[src/rtl/sgdma_pkg.sv]
package sgdma_pkg;
    localparam logic [2:0] REG_CMD = 3'h0;
    localparam logic [2:0] REG_STS = 3'h2;
    localparam logic [2:0] REG_PTR = 3'h4;
    localparam int CMD_GO    = 0;
    localparam int CMD_TOMEM = 3;
    localparam int STS_ACT   = 0;
    localparam int STS_IRQ   = 2;
    localparam int DESC_LAST = 31;

    typedef enum logic [2:0] {
        W_IDLE, W_FADDR, W_FCNT, W_MRD, W_TX, W_RX, W_MWR
    } walk_state_e;
endpackage

[src/rtl/sgdma_regs.sv]
module sgdma_regs
    import sgdma_pkg::*;
(
    input  logic        clk,
    input  logic        rst_n,
    input  logic        io_we,
    input  logic [2:0]  io_addr,
    input  logic [31:0] io_wdata,
    output logic [31:0] io_rdata,
    input  logic        walk_busy,
    input  logic        ev_full,
    input  logic        ev_long,
    input  logic        ev_short,
    output logic        start_o,
    output logic        stop_o,
    output logic        dir_o,
    output logic [31:0] ptr_o
);
    typedef struct packed {
        logic        dir;
        logic        active;
        logic        intr;
        logic [31:0] ptr;
    } regs_t;

    regs_t q, d;

    always_comb begin
        d       = q;
        start_o = 1'b0;
        stop_o  = 1'b0;
        if (io_we) begin
            case (io_addr)
                REG_CMD: begin
                    if (io_wdata[CMD_GO] && !q.active && !walk_busy) begin
                        start_o  = 1'b1;
                        d.active = 1'b1;
                        d.dir    = io_wdata[CMD_TOMEM];
                    end else if (!io_wdata[CMD_GO] && q.active) begin
                        stop_o   = 1'b1;
                        d.active = 1'b0;
                    end
                end
                REG_STS: if (io_wdata[STS_IRQ]) d.intr = 1'b0;
                REG_PTR: d.ptr = io_wdata & 32'hFFFF_FFFC;
                default: ;
            endcase
        end
        if (ev_full || ev_long) d.intr = 1'b1;
        if (ev_full || ev_short) d.active = 1'b0;
    end

    always_ff @(posedge clk or negedge rst_n) begin
        if (!rst_n) q <= '0;
        else        q <= d;
    end

    always_comb begin
        case (io_addr)
            REG_CMD: io_rdata = {24'd0, 4'd0, q.dir, 2'd0, q.active};
            REG_STS: io_rdata = {29'd0, q.intr, 1'b0, q.active};
            REG_PTR: io_rdata = q.ptr;
            default: io_rdata = '0;
        endcase
    end

    assign dir_o = q.dir;
    assign ptr_o = q.ptr;


    done_sets_irq_chk: assert property (@(posedge clk) disable iff (!rst_n)
        (ev_full || ev_long) |=> q.intr);

    short_ends_active_chk: assert property (@(posedge clk) disable iff (!rst_n)
        ev_short |=> !q.active);
endmodule

[src/rtl/sgdma_walker.sv]
module sgdma_walker
    import sgdma_pkg::*;
#(
    parameter int LEN_W = 16,
    parameter int CNT_W = 16
) (
    input  logic             clk,
    input  logic             rst_n,
    input  logic             start,
    input  logic             stop,
    input  logic             start_dir,
    input  logic [31:0]      tbl_ptr,
    input  logic [LEN_W-1:0] drv_len,
    output logic             mem_req,
    output logic             mem_we,
    output logic [31:0]      mem_addr,
    output logic [7:0]       mem_wdata,
    input  logic [31:0]      mem_rdata,
    input  logic             mem_ack,
    input  logic             rx_valid,
    input  logic [7:0]       rx_data,
    output logic             rx_ready,
    output logic             tx_valid,
    output logic [7:0]       tx_data,
    input  logic             tx_ready,
    output logic             busy,
    output logic             ev_full,
    output logic             ev_long,
    output logic             ev_short
);
    localparam int TC_W = CNT_W + 1;

    typedef struct packed {
        walk_state_e      st;
        logic [31:0]      dptr;
        logic [31:0]      baddr;
        logic [TC_W-1:0]  tcnt;
        logic [LEN_W-1:0] drem;
        logic             last;
        logic             dir;
        logic             drain;
        logic [7:0]       bval;
    } walk_t;

    walk_t q, d;
    logic  decide;

    always_comb begin
        d         = q;
        decide    = 1'b0;
        mem_req   = 1'b0;
        mem_we    = 1'b0;
        mem_addr  = q.baddr;
        mem_wdata = q.bval;
        rx_ready  = 1'b0;
        tx_valid  = 1'b0;
        tx_data   = q.bval;
        ev_full   = 1'b0;
        ev_long   = 1'b0;
        ev_short  = 1'b0;
        if (stop && q.st != W_IDLE) d.drain = 1'b1;
        case (q.st)
            W_IDLE: if (start) begin
                d.st    = W_FADDR;
                d.dptr  = tbl_ptr;
                d.drem  = drv_len;
                d.dir   = start_dir;
                d.drain = 1'b0;
                d.last  = 1'b0;
                d.tcnt  = '0;
            end
            W_FADDR: begin
                mem_req  = 1'b1;
                mem_addr = q.dptr;
                if (mem_ack) begin
                    d.baddr = mem_rdata;
                    d.st    = W_FCNT;
                end
            end
            W_FCNT: begin
                mem_req  = 1'b1;
                mem_addr = q.dptr + 32'd4;
                if (mem_ack) begin
                    if (mem_rdata[CNT_W-1:0] == '0) d.tcnt = TC_W'(1) << CNT_W;
                    else                            d.tcnt = TC_W'(mem_rdata[CNT_W-1:0]);
                    d.last = mem_rdata[DESC_LAST];
                    d.dptr = q.dptr + 32'd8;
                    decide = 1'b1;
                end
            end
            W_MRD: begin
                mem_req = 1'b1;
                if (mem_ack) begin
                    d.bval = mem_rdata[7:0];
                    d.st   = W_TX;
                end
            end
            W_TX: begin
                tx_valid = 1'b1;
                if (tx_ready) begin
                    d.tcnt  = q.tcnt - TC_W'(1);
                    d.drem  = q.drem - LEN_W'(1);
                    d.baddr = q.baddr + 32'd1;
                    decide  = 1'b1;
                end
            end
            W_RX: begin
                rx_ready = 1'b1;
                if (rx_valid) begin
                    d.bval = rx_data;
                    d.tcnt = q.tcnt - TC_W'(1);
                    d.drem = q.drem - LEN_W'(1);
                    if (d.drain) begin
                        d.baddr = q.baddr + 32'd1;
                        decide  = 1'b1;
                    end else begin
                        d.st = W_MWR;
                    end
                end
            end
            W_MWR: begin
                if (q.drain) begin
                    d.baddr = q.baddr + 32'd1;
                    decide  = 1'b1;
                end else begin
                    mem_req = 1'b1;
                    mem_we  = 1'b1;
                    if (mem_ack) begin
                        d.baddr = q.baddr + 32'd1;
                        decide  = 1'b1;
                    end
                end
            end
            default: d.st = W_IDLE;
        endcase

        if (decide) begin
            if (d.drem == '0) begin
                if (d.tcnt == '0 && d.last) ev_full = 1'b1;
                else                        ev_long = 1'b1;
                d.st = W_IDLE;
            end else if (d.tcnt == '0) begin
                if (d.last) begin
                    ev_short = 1'b1;
                    d.st     = W_IDLE;
                end else begin
                    d.st = W_FADDR;
                end
            end else if (d.dir) begin
                d.st = W_RX;
            end else if (d.drain) begin
                d.bval = 8'd0;
                d.st   = W_TX;
            end else begin
                d.st = W_MRD;
            end
        end
    end

    always_ff @(posedge clk or negedge rst_n) begin
        if (!rst_n) q <= '0;
        else        q <= d;
    end

    assign busy = (q.st != W_IDLE);


    req_held_chk: assert property (@(posedge clk) disable iff (!rst_n)
        (mem_req && !mem_ack && !stop) |=> (mem_req && $stable(mem_addr)));

    one_outcome_chk: assert property (@(posedge clk) disable iff (!rst_n)
        $onehot0({ev_full, ev_long, ev_short}));

    no_write_after_stop_chk: assert property (@(posedge clk) disable iff (!rst_n)
        q.drain |-> !(mem_req && mem_we));

    one_stream_chk: assert property (@(posedge clk) disable iff (!rst_n)
        !(tx_valid && rx_ready));
endmodule

[src/rtl/sg_dma_engine.sv]
module sg_dma_engine
    import sgdma_pkg::*;
#(
    parameter int LEN_W = 16,
    parameter int CNT_W = 16
) (
    input  logic             clk,
    input  logic             rst_n,
    input  logic             io_we,
    input  logic [2:0]       io_addr,
    input  logic [31:0]      io_wdata,
    output logic [31:0]      io_rdata,
    output logic             mem_req,
    output logic             mem_we,
    output logic [31:0]      mem_addr,
    output logic [7:0]       mem_wdata,
    input  logic [31:0]      mem_rdata,
    input  logic             mem_ack,
    input  logic [LEN_W-1:0] drv_len,
    input  logic             drv_rx_valid,
    input  logic [7:0]       drv_rx_data,
    output logic             drv_rx_ready,
    output logic             drv_tx_valid,
    output logic [7:0]       drv_tx_data,
    input  logic             drv_tx_ready
);
    logic        start, stop, dir, busy;
    logic        ev_full, ev_long, ev_short;
    logic [31:0] ptr;

    sgdma_regs u_regs (
        .clk       (clk),
        .rst_n     (rst_n),
        .io_we     (io_we),
        .io_addr   (io_addr),
        .io_wdata  (io_wdata),
        .io_rdata  (io_rdata),
        .walk_busy (busy),
        .ev_full   (ev_full),
        .ev_long   (ev_long),
        .ev_short  (ev_short),
        .start_o   (start),
        .stop_o    (stop),
        .dir_o     (dir),
        .ptr_o     (ptr)
    );

    sgdma_walker #(.LEN_W(LEN_W), .CNT_W(CNT_W)) u_walk (
        .clk       (clk),
        .rst_n     (rst_n),
        .start     (start),
        .stop      (stop),
        .start_dir (io_wdata[CMD_TOMEM]),
        .tbl_ptr   (ptr),
        .drv_len   (drv_len),
        .mem_req   (mem_req),
        .mem_we    (mem_we),
        .mem_addr  (mem_addr),
        .mem_wdata (mem_wdata),
        .mem_rdata (mem_rdata),
        .mem_ack   (mem_ack),
        .rx_valid  (drv_rx_valid),
        .rx_data   (drv_rx_data),
        .rx_ready  (drv_rx_ready),
        .tx_valid  (drv_tx_valid),
        .tx_data   (drv_tx_data),
        .tx_ready  (drv_tx_ready),
        .busy      (busy),
        .ev_full   (ev_full),
        .ev_long   (ev_long),
        .ev_short  (ev_short)
    );


    dir_latched_chk: assert property (@(posedge clk) disable iff (!rst_n)
        (busy && !start) |=> $stable(dir));
endmodule

[config.mk]
export PLATFORM = sky130hd
export DESIGN_NAME = sg_dma_engine
export DESIGN_NICKNAME = d
export VERILOG_FILES = /design/src/rtl/sgdma_pkg.sv /design/src/rtl/sgdma_regs.sv /design/src/rtl/sgdma_walker.sv /design/src/rtl/sg_dma_engine.sv
export SDC_FILE = /design/constraint.sdc
export NUM_CORES = 1
export LEC_CHECK = 0
export ABC_CLOCK_PERIOD_IN_PS = 6050
export CAP_MARGIN = 10
export CORE_AREA = 5 5 127 129
export CTS_CLUSTER_SIZE = 14
export DETAILED_ROUTE_END_ITERATION = 12
export DIE_AREA = 0 0 132 134
export DONT_BUFFER_PORTS = 1
export HOLD_SLACK_MARGIN = 0.02
export PLACE_DENSITY_LB_ADDON = 0.1
export SLEW_MARGIN = 25
export SYNTH_ARGS = -nofsm -noshare
export SYNTH_HDL_FRONTEND = slang
export SYNTH_SLANG_ARGS = --single-unit
[constraint.sdc]
create_clock -name clk -period 6.05 [get_ports clk]
set_input_delay 0.605 -clock clk [delete_from_list [all_inputs] [get_ports clk]]
set_output_delay 0.605 -clock clk [all_outputs]
set_load 0.01 [all_outputs]
==> out/metrics.yaml, run 1 <==
drv_cap: 0
cp.arrival_ns: 4.59
syn_inst: 1143
clockBufferDepth: 2
fp.dieArea_um2: 17690
place_hpwl_um: 19920
drtAntennaViolNets: 0
use_met1_pct: 47.67
post_cts_buffers: 0
synth_edf_count: 0
grt.total_usage_pct: 31.14
die_y_um: 134
ios: 181
worstReg2RegStart: "u_walk.q[110]"
grt_remaining_overflow: 0
cts_tree: "done"
grt_pass1_vias: 8081
period_needed_ns: 4.230
finalNonFillerCells: 1280
grt_pass1_wl_um: 44790
crit_slowest_cell: "dfrtp_1"
met3_usage_pct: 8.852
cts.clk_slew.worst_paths_ns: 0.07
antenna_found_initial: 0
rows: 45
first_pass_iters: 7
final_max_slew_viol_count: 0
endpoint_kind: "flop"
cp-start-kind: "flop"
crit_type: "flop to flop"
fmax_ghz: 0.2364
tns_ns: 0
portBuffers: 0
clock_latency_ns: 0.43
fp.dieW_um: 132
r2r_setup_slack_ns: 1.82
async_reset_ff_share_pct: 100.0
initialDrtViolationCount: 1101
numCtsBuffers: 17
synth_top_area_share_pct: 37.70
yosysWarnings: 0
syn_nets: 1245
drc: 0
viasPerCell: 7.054
reg2reg_to: "u_walk.q[108]"
peakVddDrop_mv: 0.2925
cp_max_fo: 24
reg2reg_depth: 9
setup_violations: 0
grt_max_degree: 143
grt.met2_usage_pct: 42.78
power.density_nw_per_um2: 515.5
crit_top_cell: "nor2_1"
finalHoldViolCount: 0
clockRootBuffer: "clkbuf_16"
ys_seq_elements: 142
post-route-period-util_pct: 69.92
coreArea_um2: 14920
ys_seq_area_share_pct: 37.70
rsz0062_at_grt: "no"
initial_utilization_pct: 63.18
top_usage_layer: "met1"
wire_per_inst_um: 22.06
diodes: 0
final_layout_size_suffix_gt1_share_pct: 9.432
wirelength_um: 28240
cts.sinks: 142
synth_flop_cell: "dfrtp_1"
power.leakage_nw: 4.037
hold_class: "input port to asynchronous set/reset pin"
cts-htree-levels: 4
netlist_top_cells_area: "dfrtp_1, o21ai_0, a21oi_1"
fin_skew_ns: 0.007805
dr_total_vias: 9029
cts_hold_buffers: 1
cts_resized: 0
synth.distinct_cells: 82
worst_pin_slew_ns: 1.012
relSlewSlack_pct: 31.71
crit_required_ns: 6.41
area_growth_pct: 5.641
synth_top_area_cell: "dfrtp_1"
critical-path-max-stage-delay_ns: 0.81
nets: 1181
place_congestion: 0.9253
syn_avg_cell_area_um2: 8.247
placedCellCount: 1247
cp_cell_sequence: "nand2b_1, nor2_1, nor2_1, a221o_1, nor4_1, nand4_1, nor4_4, mux2_1, o21ai_1"
status: "complete, no violations"
syn-cell-area_um2: 9427
==> critical path, delay by kind of cell, from the launching register on <==
family | cells | cell delay (ns)
flip-flops | 1 | 0.81
AO/OA/AOI/OAI | 2 | 0.47
AND/OR/NAND/NOR | 6 | 2.49
multiplexers | 1 | 0.38
==> logic make-up after synthesis <==
logic type	Yosys count	share of synthesized area, %
multiplexers	35	4.181
XOR/XNOR	1	0.09293
adder cells (fa/ha/maj)	5	0.6637
AND/OR/NAND/NOR	463	25.87
flip-flops	142	37.70
AO/OA/AOI/OAI	370	25.59
other	1	0.03978
buffers and inverters	126	5.867
==> cell usage after synthesis (all sizes together), types with 4 or more instances <==
master	number
buf	29
o311ai	9
nand2b	7
clkbuf	67
a22o	4
o21ai	109
or2	5
a211o	5
nor2b	12
o22ai	19
or3	9
a222oi	10
nor4b	6
nand3	40
o21a	6
o31ai	4
a221o	23
inv	30
o211ai	9
a21o	5
a22oi	15
nor3b	12
a211oi	9
and3	23
nand2	101
and4	4
ha	5
nor3	46
dfrtp	142
or4	5
nor4	24
and2	39
nor2	102
nand4	16
a21oi	89
a31oi	17
mux2	32
a32oi	7
a221oi	4
==> registers in the layout (all words and copies together), names as in the netlist <==
register / flops
u_regs.q: 2
u_regs.dir_o: 1
u_walk.q: 101
u_walk.mem_wdata: 8
u_regs.ptr_o: 30
==> where the power goes <==
| group | leakage [nW] | internal, mW | switching, mW | total, mW |
|---|---|---|---|---|
| logic | 1.99 | 0.805 | 1.34 | 2.15 |
| clock network | 0.284 | 0.547 | 0.479 | 1.03 |
| registers | 1.77 | 1.34 | 0.622 | 1.96 |
==> per-layer routing <==
layer | part of all wire (%) | vias to the layer above
li1 | - | 4166
met1 | 45 | 4264
met2 | 42 | 555
met3 | 11 | 44
met4 | 2.1 | 0
met5 | 0 | -
==> final cells by class <==
type	count	area, um2
Sequential cell	142	3553
Tap cell	188	235.2
Clock inverter	15	150.1
Clock buffer	17	425.4
Inverter	30	112.6
Timing Repair Buffer	13	117.6
Multi-Input combinational cell	875	5364
Fill cell	1263	4962
==> worst max path at each step <==
stage / start / to / slack, ns / depth (start not counted)
floorplan: u_walk.q[79] / mem_addr[29] / 2.92 / 10
finish: u_walk.q[110] / u_walk.q[108] / 1.82 / 9
global placement: u_walk.q[110] / u_walk.q[108] / 1.97 / 9
CTS: u_walk.q[80] / mem_addr[29] / 1.88 / 10
global route: u_walk.q[80] / mem_addr[29] / 1.50 / 10
detailed placement: u_walk.q[110] / u_walk.q[108] / 1.97 / 9
==> cell usage in the layout, fill, tap and decap left out, types with 5 or more instances in the layout <==
master	Yosys	routed
a22oi_1	15	14
o22ai_1	19	19
a32oi_1	7	7
o21ai_0	106	106
o21a_1	6	6
and2_1	39	39
and3_1	23	23
nand2_1	101	101
nor2b_1	12	12
a21oi_1	89	89
ha_1	5	5
clkbuf_16	0	17
nor4_1	21	21
mux2_2	31	31
o311ai_0	9	8
nor3_1	44	43
nand3_1	40	40
dfrtp_1	142	142
o211ai_1	9	9
a211oi_1	9	9
inv_6	0	5
or3_1	9	9
nor2_1	102	101
a221o_1	23	23
inv_1	30	30
nand4_1	16	16
a222oi_1	10	10
a211o_1	5	5
nand2b_1	7	7
a31oi_1	17	17
buf_4	17	12
nor3b_1	11	10
==> metrics by stage <==
step / utilization (%) / area, um2 / hold WS (ns) / power, mW / worst slack (ns)
floorplan: - / 9427 / 0.3094 / 3.511 / 2.922
CTS: 66.71 / 9953 / 0.2022 / 5.079 / 1.882
detailed placement: 62.67 / 9350 / 0.3149 / 4.027 / 1.965
global placement: 62.62 / 9344 / 0.3142 / 3.973 / 1.971
finish: 66.74 / 9958 / 0.1190 / 5.133 / 1.820
global route: 66.74 / 9958 / 0.1793 / 5.469 / 1.505
(Power assumes the default switching activity.)
==> run 2, diff against run 1 <==
--- a/config.mk
+++ b/config.mk
@@ -5,12 +5,12 @@
 export SDC_FILE = /design/constraint.sdc
 export NUM_CORES = 1
 export LEC_CHECK = 0
-export ABC_CLOCK_PERIOD_IN_PS = 6050
+export ABC_CLOCK_PERIOD_IN_PS = 3560
 export CAP_MARGIN = 10
-export CORE_AREA = 5 5 127 129
+export CORE_AREA = 5 5 133 135
 export CTS_CLUSTER_SIZE = 14
 export DETAILED_ROUTE_END_ITERATION = 12
-export DIE_AREA = 0 0 132 134
+export DIE_AREA = 0 0 138 140
 export DONT_BUFFER_PORTS = 1
 export HOLD_SLACK_MARGIN = 0.02
 export PLACE_DENSITY_LB_ADDON = 0.1
==> constraint.sdc (replaced) <==
create_clock -name clk -period 3.56 [get_ports clk]
set_input_delay 0.356 -clock clk [delete_from_list [all_inputs] [get_ports clk]]
set_output_delay 0.356 -clock clk [all_outputs]
set_load 0.01 [all_outputs]
==> out/metrics.yaml, run 2 (synthesis gave the netlist of run 1 again) <==
wirelength_um: 29140
die_y_um: 140
worstReg2RegStart: "u_walk.q[14]"
crit_required_ns: 3.20
violations: "hold timing"
numCtsBuffers: 17
endpoint_kind: "output pin"
rsz0062_at_grt: "no"
startpoint: "u_walk.q[80]"
cp.depth: 11
place_area_um2: 9677
drv_cap: 0
viasPerCell: 6.758
grt.total_usage_pct: 29.47
clockBufferDepth: 2
portBuffers: 0
reg2reg_depth: 10
critical-path-max-stage-delay_ns: 0.43
fp.dieW_um: 138
grt_pass1_wl_um: 46610
reg2reg_to: "u_walk.mem_wdata[7]"
crit_type: "flop to output pin"
antenna_found_initial: 0
post-route-period-util_pct: 96.63
place_congestion: 0.9318
period_needed_ns: 3.440
crit_slowest_cell: "dfrtp_2"
cp.arrival_ns: 3.08
path_delay_family: "simple AND/OR/NAND/NOR gates"
tns_ns: 0
place_hpwl_um: 20590
fp.dieArea_um2: 19320
clock_latency_ns: 0.44
grt_pass1_vias: 8300
grt_remaining_overflow: 0
area_growth_pct: 9.517
dr_total_vias: 9137
nets: 1221
grt_max_degree: 143
peakVddDrop_mv: 0.4952
power.leakage_nw: 4.241
ios: 181
coreArea_um2: 16350
worst_pin_slew_ns: 0.7981
cp_cell_sequence: "ha_2, and3_2, nand3_1, nor3_1, buf_4, and2_1, and4_4, nand4_1, o21ai_1, nand2_1, a221o_1"
cp_max_fo: 6
status: "finished with violations"
power.density_nw_per_um2: 875.2
finalNonFillerCells: 1352
layout_commonest_cell: "dfrtp_1"
clockRootBuffer: "clkbuf_16"
cts.clk_slew.worst_paths_ns: 0.07
drc: 0
initial_utilization_pct: 57.66
first_pass_iters: 6
fin_skew_ns: 0.01041
rows: 47
cp-endpoint: "mem_addr[29]"
initialDrtViolationCount: 1464
layout.cells.most_common_list: "dfrtp_1, o21ai_0, nand2_1"
relSlewSlack_pct: 46.04
cts_tree: "done"
r2r_setup_slack_ns: 0.20
timing.hold.ws_ns: -0.3859
final_layout_size_suffix_gt1_share_pct: 13.52
cts-htree-levels: 4
final_max_slew_viol_count: 0
setup_violations: 0
diodes: 0
cts.sinks: 142
cp-start-kind: "flop"
hold_class: "input port to asynchronous set/reset pin"
finalHoldViolCount: 142
placedCellCount: 1318
cp_num_buf_inv: 1
fillers: 1479
largest_reg_flops: 101
fin_area_um2: 10320
regMostFlops: "u_walk.q"
fmax_ghz: 0.2907
wire_per_inst_um: 21.56
drtAntennaViolNets: 0
==> run 2: cell types whose count changed in the layout (fill, tap and decap cells not counted), sizes merged <==
| cell | change |
|---|---|
| buf | +40 |
| inv | +3 |
| clkinv | -4 |
| clkinvlp | +1 |
==> run 2: worst min path at each step <==
stage	end	slack [ns]	cells after the start
6_report	u_walk.mem_wdata[3]	-0.39	0
5_1_grt	u_walk.q[40]	-0.40	0
4_1_cts	u_walk.q[16]	-0.40	0
2_1_floorplan	u_regs.dir_o	0.06	0
3_5_place_dp	u_walk.mem_wdata[3]	0.06	0
3_3_place_gp	u_walk.mem_wdata[3]	0.07	0
==> run 2: metrics by stage <==
stage / power (mW) / setup WS, ns / util [%]
floorplan: 5.966 / 0.5979 / -
global placement: 7.054 / 0.3178 / 59.19
detailed placement: 7.132 / 0.2553 / 59.19
CTS: 8.943 / 0.01826 / 62.83
global route: 9.623 / 0.003900 / 63.15
finish: 9.036 / 0.1200 / 63.15
==> run 2: timing repair <==
| item | CTS | global route |
|---|---|---|
| buffers inserted | 0 | 2 |
| endpoints found under the hold margin | 142 | 142 |
| pin swaps | 0 | 2 |
| resized for setup | 3 | 11 |
| endpoints found under the setup margin | 2 | 9 |
| gates cloned | 0 | 0 |
==> run 2: metal layers <==
metal	part of all wire [%]	routed length (um)	global-route usage, %	vias to the layer above
li1	-	-	-	4239
met3	11	3105	8.384	34
met1	46	13330	45.05	4372
met4	1.4	403	7.436	0
met2	42	12310	41.01	492
met5	0	0	0	-
==> run 2: final cells by class <==
cell class / count / area (um2) / area share (%)
Tap cell: 220 / 275.3 / 2.666
Clock inverter: 15 / 165.2 / 1.600
Inverter: 30 / 112.6 / 1.091
Timing Repair Buffer: 53 / 401.6 / 3.890
Multi-Input combinational cell: 875 / 5389 / 52.20
Sequential cell: 142 / 3555 / 34.43
Clock buffer: 17 / 425.4 / 4.121
==> run 2: power by group <==
part	switching, mW	internal, mW
clock	0.843	0.945
sequential	0.988	2.27
combinational	2.40	1.59
